--- src/rtl/pwm_steer_pkg.sv ---
package pwm_steer_pkg;

    localparam int REG_W  = 8;
    localparam int N_PINS = 4;

    localparam logic [1:0] ADDR_STEER = 2'd0;
    localparam logic [1:0] ADDR_MODE  = 2'd1;
    localparam logic [1:0] ADDR_PER   = 2'd2;
    localparam logic [1:0] ADDR_DUTY  = 2'd3;

    typedef enum logic [0:0] {
        SY_IDLE,
        SY_PEND
    } sync_st_t;

    typedef enum logic [1:0] {
        SD_RUN,
        SD_HOLD,
        SD_WAIT
    } sd_st_t;

endpackage

--- src/rtl/pwm_steer_gen.sv ---
module pwm_steer_gen #(
    parameter int DW = 8
) (
    input  logic          clk,
    input  logic          rst_n,
    input  logic [DW-1:0] period,
    input  logic [DW-1:0] duty,
    output logic          pwm,
    output logic          period_end
);

    logic [DW-1:0] cnt_q;

    // Wrap on >= so a period written below the running count ends at once.
    assign period_end = (cnt_q >= period);
    assign pwm        = (cnt_q < duty);

    always_ff @(posedge clk or negedge rst_n) begin
        if (!rst_n) begin
            cnt_q <= '0;
        end else if (period_end) begin
            cnt_q <= '0;
        end else begin
            cnt_q <= cnt_q + 1'b1;
        end
    end

endmodule

--- src/rtl/pwm_steer_regs.sv ---
module pwm_steer_regs
    import pwm_steer_pkg::*;
#(
    parameter logic [REG_W-1:0] RST_PERIOD = 8'hFF,
    parameter logic [REG_W-1:0] RST_DUTY   = 8'h80
) (
    input  logic              clk,
    input  logic              rst_n,
    input  logic              wr_en,
    input  logic [1:0]        wr_addr,
    input  logic [REG_W-1:0]  wr_data,
    input  logic [1:0]        rd_addr,
    output logic [REG_W-1:0]  rd_data,
    input  logic              period_end,
    output logic [N_PINS-1:0] en_act,
    output logic [3:0]        mode_q,
    output logic [1:0]        cfg_q,
    output logic [REG_W-1:0]  per_q,
    output logic [REG_W-1:0]  duty_q
);

    localparam int SYNC_BIT = N_PINS;

    sync_st_t          st_q, st_nx;
    logic              sync_q;
    logic [N_PINS-1:0] en_wr_q;
    logic [N_PINS-1:0] shadow_q;
    logic              steer_wr;
    logic              wr_sync;

    assign steer_wr = wr_en && (wr_addr == ADDR_STEER);
    assign wr_sync  = wr_data[SYNC_BIT];

    // state register
    always_ff @(posedge clk or negedge rst_n) begin
        if (!rst_n) st_q <= SY_IDLE;
        else        st_q <= st_nx;
    end

    // next state
    always_comb begin
        st_nx = st_q;
        unique case (st_q)
            SY_IDLE: begin
                if (steer_wr && wr_sync) st_nx = SY_PEND;
            end
            SY_PEND: begin
                if (steer_wr)        st_nx = wr_sync ? SY_PEND : SY_IDLE;
                else if (period_end) st_nx = SY_IDLE;
            end
            default: st_nx = SY_IDLE;
        endcase
    end

    // enable datapath driven by the state
    always_ff @(posedge clk or negedge rst_n) begin
        if (!rst_n) begin
            en_act   <= N_PINS'(1);
            en_wr_q  <= N_PINS'(1);
            shadow_q <= '0;
            sync_q   <= 1'b0;
        end else if (steer_wr) begin
            sync_q  <= wr_sync;
            en_wr_q <= wr_data[N_PINS-1:0];
            if (wr_sync) shadow_q <= wr_data[N_PINS-1:0];
            else         en_act   <= wr_data[N_PINS-1:0];
        end else if (st_q == SY_PEND && period_end) begin
            en_act <= shadow_q;
        end
    end

    always_ff @(posedge clk or negedge rst_n) begin
        if (!rst_n) begin
            mode_q <= 4'b1100;
            cfg_q  <= 2'b00;
            per_q  <= RST_PERIOD;
            duty_q <= RST_DUTY;
        end else if (wr_en) begin
            unique case (wr_addr)
                ADDR_STEER: ;
                ADDR_MODE: begin
                    mode_q <= wr_data[3:0];
                    cfg_q  <= wr_data[7:6];
                end
                ADDR_PER:  per_q  <= wr_data;
                ADDR_DUTY: duty_q <= wr_data;
                default: ;
            endcase
        end
    end

    always_comb begin
        unique case (rd_addr)
            ADDR_STEER: rd_data = {3'b000, sync_q, en_wr_q};
            ADDR_MODE:  rd_data = {cfg_q, 2'b00, mode_q};
            ADDR_PER:   rd_data = per_q;
            ADDR_DUTY:  rd_data = duty_q;
            default:    rd_data = '0;
        endcase
    end

endmodule

--- src/rtl/pwm_steer_pinmux.sv ---
module pwm_steer_pinmux
    import pwm_steer_pkg::*;
(
    input  logic              clk,
    input  logic              rst_n,
    input  logic              shutdown,
    input  logic              period_end,
    input  logic              pwm,
    input  logic              steer_on,
    input  logic [N_PINS-1:0] en_act,
    input  logic [1:0]        pol,
    input  logic [N_PINS-1:0] port_data,
    output logic [N_PINS-1:0] pins
);

    sd_st_t sd_q, sd_nx;
    logic   force_idle;

    always_ff @(posedge clk or negedge rst_n) begin
        if (!rst_n) sd_q <= SD_RUN;
        else        sd_q <= sd_nx;
    end

    always_comb begin
        sd_nx = sd_q;
        unique case (sd_q)
            SD_RUN:  if (shutdown) sd_nx = SD_HOLD;
            SD_HOLD: if (!shutdown) sd_nx = SD_WAIT;
            SD_WAIT: begin
                if (shutdown)        sd_nx = SD_HOLD;
                else if (period_end) sd_nx = SD_RUN;
            end
            default: sd_nx = SD_RUN;
        endcase
    end

    // outputs
    always_comb begin
        unique case (sd_q)
            SD_RUN:  force_idle = shutdown;
            SD_HOLD: force_idle = 1'b1;
            SD_WAIT: force_idle = 1'b1;
            default: force_idle = 1'b1;
        endcase
    end

    for (genvar i = 0; i < N_PINS; i++) begin : g_pin
        // odd pins follow pol[0], even pins follow pol[1]
        logic inv;
        assign inv     = (i % 2 == 1) ? pol[0] : pol[1];
        assign pins[i] = (steer_on && en_act[i]) ? (force_idle ? inv : (pwm ^ inv))
                                                 : port_data[i];
    end

endmodule

--- src/rtl/pwm_steer.sv ---
module pwm_steer
    import pwm_steer_pkg::*;
#(
    parameter logic [REG_W-1:0] RST_PERIOD = 8'hFF,
    parameter logic [REG_W-1:0] RST_DUTY   = 8'h80
) (
    input  logic              clk,
    input  logic              rst_n,
    input  logic              wr_en,
    input  logic [1:0]        wr_addr,
    input  logic [REG_W-1:0]  wr_data,
    input  logic [1:0]        rd_addr,
    output logic [REG_W-1:0]  rd_data,
    input  logic              shutdown,
    input  logic [N_PINS-1:0] port_data,
    output logic [N_PINS-1:0] pins,
    output logic              period_end
);

    logic [N_PINS-1:0] en_act;
    logic [3:0]        mode_q;
    logic [1:0]        cfg_q;
    logic [REG_W-1:0]  per_q;
    logic [REG_W-1:0]  duty_q;
    logic              pwm;
    logic              steer_on;

    assign steer_on = (mode_q[3:2] == 2'b11) && (cfg_q == 2'b00);

    pwm_steer_regs #(
        .RST_PERIOD (RST_PERIOD),
        .RST_DUTY   (RST_DUTY)
    ) u_regs (
        .clk        (clk),
        .rst_n      (rst_n),
        .wr_en      (wr_en),
        .wr_addr    (wr_addr),
        .wr_data    (wr_data),
        .rd_addr    (rd_addr),
        .rd_data    (rd_data),
        .period_end (period_end),
        .en_act     (en_act),
        .mode_q     (mode_q),
        .cfg_q      (cfg_q),
        .per_q      (per_q),
        .duty_q     (duty_q)
    );

    pwm_steer_gen #(
        .DW (REG_W)
    ) u_gen (
        .clk        (clk),
        .rst_n      (rst_n),
        .period     (per_q),
        .duty       (duty_q),
        .pwm        (pwm),
        .period_end (period_end)
    );

    pwm_steer_pinmux u_mux (
        .clk        (clk),
        .rst_n      (rst_n),
        .shutdown   (shutdown),
        .period_end (period_end),
        .pwm        (pwm),
        .steer_on   (steer_on),
        .en_act     (en_act),
        .pol        (mode_q[1:0]),
        .port_data  (port_data),
        .pins       (pins)
    );

endmodule

--- config.mk ---
export PLATFORM = sky130hd
export DESIGN_NAME = pwm_steer
export DESIGN_NICKNAME = d
export VERILOG_FILES = /design/src/rtl/pwm_steer_pkg.sv /design/src/rtl/pwm_steer_gen.sv /design/src/rtl/pwm_steer_regs.sv /design/src/rtl/pwm_steer_pinmux.sv /design/src/rtl/pwm_steer.sv
export SDC_FILE = /design/constraint.sdc
export NUM_CORES = 1
export LEC_CHECK = 0
export ABC_AREA = 1
export ABC_CLOCK_PERIOD_IN_PS = 1600
export BUFFER_PORTS_ARGS = -buffer_cell sky130_fd_sc_hd__buf_2
export CAP_MARGIN = 30
export CORE_MARGIN = 2
export CORE_UTILIZATION = 52
export DETAILED_ROUTE_END_ITERATION = 8
export PLACE_DENSITY_LB_ADDON = 0.12
export SLEW_MARGIN = 20
export SYNTH_ARGS = -nofsm -noshare
export SYNTH_HDL_FRONTEND = slang
export SYNTH_SLANG_ARGS = --single-unit
--- constraint.sdc ---
create_clock -name clk -period 1.6 [get_ports clk]
set_clock_uncertainty 0.05 [all_clocks]
set_input_delay 0.32 -clock clk [delete_from_list [all_inputs] [get_ports clk]]
set_output_delay 0.32 -clock clk [all_outputs]
set_load 0.05 [all_outputs]
==> metrics, run 1 <==
status=finished, violations left; failing checks=setup timing; area grow syn2layout=48.2%; Synth Warn #=0; largest net degree at the start of global routing=between 40 and 50; # diodes=0; DRC Markers=0; PD cells=between 1000 and 1500 mW/mm^2; Yosys reg bits=46; CP arrival=between 1.5 and 2 ns; GRT Util Overall=0.275; number of enable flip-flop cells after synthesis=0; CTS root buffer=clkbuf_8; top-area cell type share of the netlist area=0.320; I/O Buffers=32; Cells after Synth=about 320; initial antenna violation count=0; endpoint class of the critical path=primary output; Clock Tree Buf Depth=2; vias in the first global route=2,406; Worst path max stage delay=approximately 0.55 ns; CP max stage cell=dfstp_2; critical path type=reg2out; H-tree level count=2; Worst Max-Slew Pin Slew=approximately 0.44 ns; Vias=between 2,000 and 2,500; RSZ-0062 raised after global routing=true; count leader, synth=nand2_1; Total Wirelength=7.21 mm; min-delay worst type=in2reg; fraction of final layout cells sized beyond drive strength 1=0.462; die height=~74 um; CP max FO=3; die area=about 0.0055 mm^2; DR iter-0 viols=111; CP most frequent cell=nand2_2; Top delay family on crit path=simple AND/OR/NAND/NOR gates; Synth Net Count=between 300 and 400; Initial Util=0.543; Max Slew Vio Count=0; routed length per placed instance=15.2 um; maximum VDD drop=approximately 840 uV; Synth async-reset ratio=1.00; CTS buffer count=5; global route total overflow=0; Avg Cell Area, Syn=8.02 um^2; setup slack after layout=-0.649 ns; commonest cells in the netlist=nand2_1, inv_1, dfrtp_1; sequential-to-total area share from yosys stat=0.452; num rows=25; relative slew slack=0.704; clock transition at the registers of the reported paths=roughly 0.080 ns; clk sinks=46; max-cap viol count=0; CTS tree=built; later-pin clock latency in the skew report=0.30 ns; Buf/Inv on CP=2; startpoint types=flip-flop; crit path time final=roughly 2.2 ns; final RePlAce weighted congestion=a little over 0.8; commonest register cell after synthesis=dfrtp_1; cell breakdown of the critical path=inv_2 > ha_4 > nand2_2 > nand3_2 > nor2_4 > nand2_2 > nand2_2 > nand3_2 > nand2_4 > buf_8; first-pass GRT wire length=11.2 mm; final worst path period share=1.41; Via-to-Cell Ratio=slightly above 5; First-pass DRT Iterations=5; Final nets=about 440; Yosys cell types=29; post-synthesis cell area=0.00258 mm^2; P_leak=1.90 nW; Post-DRT Antenna Nets=0; f_max=~440 MHz; area leader, netlist=dfrtp_1; Final HPWL DP=a little under 5 mm; Final Setup Violations=27; core footprint=about 0.0048 mm^2; die width=about 74 um; final hold slack=slightly above 0.2 ns; Worst Path Required=about 1.2 ns; ranking of synthesized cells by area=dfrtp_1, nand2_1, dfstp_2; final hold vios=0; # IOs=33; fin util=0.804
## routing by layer
layer  routed length, um  track usage
met4                 105       0.0714
met3                 341       0.0515
met2                3680        0.470
met1                3080        0.361
met5                   0            0
## cell usage in the layout, fill, tap and decap left out, types with 7 or more instances in the layout
master	netlist	final
ha_1	16	9
buf_4	0	30
o21ai_0	25	24
nand2_1	114	91
buf_8	0	7
dfrtp_1	33	33
nand3_1	16	8
dfstp_2	13	13
nand3_2	3	11
buf_2	3	19
inv_2	2	11
nand2_2	5	22
ha_4	0	7
inv_1	44	34
nor2_2	5	7
buf_6	2	24
## registers in the layout, summed over array words and instances, names as in the netlist
name / flops
u_mux.sd_q: 2
u_regs.en_act: 4
u_regs.duty_q: 8
u_regs.mode_q: 4
u_regs.per_q: 8
u_regs.st_q: 1
u_gen.cnt_q: 8
u_regs.cfg_q: 2
u_regs.en_wr_q: 4
u_regs.sync_q: 1
u_regs.shadow_q: 4
## worst paths after layout
path / from / to / slack (ns) / depth (start not counted)
min in group asynchronous: rst_n / u_mux.sd_q[1]$_DFFE_PN0P_ / 0.47 / 3
worst min register to register: u_regs.en_wr_q[0]$_DFFE_PN1P_ / u_regs.en_wr_q[0]$_DFFE_PN1P_ / 0.43 / 2
worst min-delay path: wr_data[0] / u_regs.en_wr_q[0]$_DFFE_PN1P_ / 0.20 / 3
max in group asynchronous: rst_n / u_regs.en_wr_q[0]$_DFFE_PN1P_ / 0.73 / 3
worst max register to register: u_gen.cnt_q[7]$_DFF_PN0_ / u_regs.en_act[2]$_DFFE_PN0P_ / -0.35 / 14
worst max-delay path: u_regs.duty_q[7]$_DFFE_PN1P_ / pins[2] / -0.65 / 10
## where the power goes
group	switching, mW	leakage [nW]	internal (mW)	total [mW]
sequential	0.199	0.554	1.48	1.68
combinational	1.49	1.31	1.23	2.72
clock	0.376	0.0395	0.311	0.687
total	2.07	1.90	3.02	5.09
## worst min-delay path, stage by stage
cell	delay [ns]
buf_2	0.10
nand2_1	0.07
nand2_1	0.05
## final cells by class
type / count / area, um^2
clock buffers: 8 / 80.1
fillers: 324 / 930
inverters: 47 / 179
multi-input cells: 224 / 1590
flip-flops and latches: 46 / 1170
well taps: 67 / 83.8
repair buffers: 82 / 726
## stage by stage
stage                     total power, mW  setup WS [ns]  instances  cell area [um^2]  setup TNS (ns)
after CTS                            4.64         -0.682        472              3610           -6.44
after global routing                 5.43         -0.748        474              3820           -9.47
final                                5.09         -0.649        474              3820           -7.14
after global placement               3.48         -0.396        458              3220           -3.12
after detailed placement             3.55         -0.466        458              3220           -3.56
after floorplan                      2.92         -0.193        322              2700           -1.12
## cells by family after synthesis
logic type / synth area share
and+or+nand+nor: 0.288
AOI/OAI and AO/OA: 0.0926
DFF: 0.452
buffers and inverters: 0.0829
adders and majority gates: 0.0776
xor gates and xnor gates: 0.00679
## what timing repair did
action,CTS,global route
pin swaps,20,21
setup buffers,6,9
gates resized for setup,72,47
hold buffers,1,0
setup endpoints to repair,27,27
hold endpoints to repair,33,0
No activity file was read; power rests on OpenSTA's default activity.
==> run 2: changes to the inputs <==
- PLACE_DENSITY: default -> 0.76
- PLACE_DENSITY_LB_ADDON: 0.12 -> default
- SKIP_CTS_REPAIR_TIMING: default -> 1
==> run 2 against run 1 <==
Count of clock-buffer cells in the layout shrank 2. Largest power group unchanged. Fmax shrank 0.54%. Cell area shrank 1.7%. Non-clock buffer count shrank 2. Cell count shrank 0.42%. Sequential power is essentially flat. First-iteration DRC count shrank 9.0%. Critical path depth is the same. Combinational power shrank 8.1%. Register-to-register slack gained 0.13 ns. Global-route usage shrank 3.6 points. The run still ends with setup timing left. Sequential share of layout area grew 0.54 points.
==> metrics, run 2 (same netlist as run 1, synthesis figures left out) <==
status=finished, violations left; failing checks=setup timing; core footprint=0.00475 mm^2 (unchanged); CP max FO=3 (unchanged); startpoint types=flip-flop; DR iter-0 viols=101 (-9.0%); endpoint class of the critical path=primary output; setup slack after layout=-0.662 ns (-0.0121 ns); CTS buffer count=5 (unchanged); most common cell after layout, fill and taps aside=nand2_1; vias in the first global route=2,170 (-9.8%); H-tree level count=2 (unchanged); Clock Tree Buf Depth=2 (unchanged); Total Wirelength=6.54 mm (-9.3%); maximum VDD drop=763 uV (-8.7%); number of fill cells=317 (-2.2%); I/O Buffers=32 (unchanged); GRT Util Overall=0.239 (-0.0357); CP arrival=1.89 ns (about the same); Final nets=440 (-0.45%); num rows=25 (unchanged); die width=74.5 um (unchanged); DRC Markers=0 (unchanged); area grow syn2layout=45.6%; Final HPWL DP=4.75 mm (-3.4%); commonest non-fill, non-tap cells in the layout=nand2_1, inv_1, dfrtp_1; f_max=442 MHz (-0.54%); Post-DRT Antenna Nets=0 (unchanged); # diodes=0 (unchanged); # IOs=33 (unchanged); global route total overflow=0 (unchanged); relative slew slack=0.723 (+0.0190); final hold vios=0 (unchanged); min-delay worst type=in2reg; RSZ-0062 raised after global routing=true; initial antenna violation count=0 (unchanged); die area=0.00554 mm^2 (unchanged); first-pass GRT wire length=9.93 mm (-11%); Max Slew Vio Count=0 (unchanged); Initial Util=0.543 (unchanged); largest net degree at the start of global routing=47 (unchanged); First-pass DRT Iterations=4 (-1); die height=74.5 um (unchanged); routed length per placed instance=13.9 um (-8.9%); final hold slack=0.211 ns (+0.00949 ns); final RePlAce weighted congestion=0.879 (+7.0%); max-cap viol count=0 (unchanged); CTS root buffer=clkbuf_8; clock transition at the registers of the reported paths=0.08 ns (about the same); Vias=2,385 (-1.3%); placed cell area=0.00323 mm^2 (+0.23%); CTS tree=built; Largest regs=u_gen.cnt_q: 8 flops, u_regs.duty_q: 8 flops, u_regs.per_q: 8 flops; clk sinks=46 (unchanged); cell area after layout=0.00376 mm^2 (-1.7%); fraction of final layout cells sized beyond drive strength 1=0.452 (-0.0101); Via-to-Cell Ratio=5.05 (-0.91%); critical path type=reg2out; Final Setup Violations=27 (unchanged); PD cells=1300 mW/mm^2 (-2.6%); crit path time final=2.26 ns (+0.0121 ns); Worst Path Required=1.23 ns (about the same); later-pin clock latency in the skew report=0.30 ns (about the same); final worst path period share=1.41 (+0.00757); Worst Max-Slew Pin Slew=0.415 ns (-0.0284 ns); P_leak=1.88 nW (-1.2%)
-- run 2: cell types whose count changed in the layout (fill, tap and decap cells not counted), moves of 2 or more --
cell      delta
buf_4        +2
nor2_1       +2
clkbuf_1     -2
buf_6        -3
-- run 2: worst max-delay path, cell delays in order (launching register included) --
cell and delay, ns:
dfstp_2 0.55, inv_2 0.05, ha_4 0.14, nor2_1 0.12, nand3_2 0.11, nor2_4 0.16, nand2_2 0.08, nand2_2 0.09
nand3_2 0.08, nand2_4 0.07, buf_8 0.14
-- run 2: layout make-up --
type | count | area (um^2) | area share
Clock buffer | 6 | 72.6 | 0.0193
Clock inverter | 2 | 13.8 | 0.00366
Inverter | 47 | 179 | 0.0476
Multi-Input combinational cell | 224 | 1550 | 0.412
Sequential cell | 46 | 1170 | 0.311
Tap cell | 67 | 83.8 | 0.0223
Timing Repair Buffer | 80 | 692 | 0.184
-- run 2: metrics by stage --
stage | setup TNS, ns | setup slack [ns] | total power [mW] | cells | utilization
finish | -5.29 | -0.662 | 4.87 | 472 | 0.791
global route | -6.95 | -0.766 | 5.20 | 472 | 0.791
CTS | -7.54 | -0.797 | 4.27 | 467 | 0.697
detailed placement | -3.92 | -0.458 | 3.56 | 459 | 0.679
global placement | -3.31 | -0.382 | 3.49 | 459 | 0.679
floorplan | -1.12 | -0.193 | 2.92 | 322 | -
-- run 2: final timing paths --
check,start,endpoint,slack (ns),depth (start not counted)
setup / recovery,u_regs.duty_q[7]$_DFFE_PN1P_,pins[3],-0.66,10
hold / removal,wr_data[0],u_regs.en_wr_q[0]$_DFFE_PN1P_,0.21,3
setup reg to reg,u_regs.per_q[7]$_DFFE_PN1P_,u_regs.en_act[2]$_DFFE_PN0P_,-0.22,12
hold reg to reg,u_regs.en_wr_q[0]$_DFFE_PN1P_,u_regs.en_wr_q[0]$_DFFE_PN1P_,0.44,2
max in group asynchronous,rst_n,u_regs.en_wr_q[0]$_DFFE_PN1P_,0.74,3
min in group asynchronous,rst_n,u_gen.cnt_q[6]$_DFF_PN0_,0.47,3
-- run 2: metal layers --
layer | part of all wire | vias up | GRT usage | wire length, um
li1 | - | 1183 | - | -
met3 | 0.040 | 12 | 0.0488 | 259
met5 | 0 | - | 0 | 0
met1 | 0.44 | 1138 | 0.331 | 2870
met4 | 0.017 | 0 | 0.0694 | 112
met2 | 0.51 | 52 | 0.383 | 3310
-- run 2: power by group --
group,internal [mW],switching (mW)
clock,0.309,0.396
sequential,1.48,0.179
combinational,1.13,1.37
total,2.92,1.95
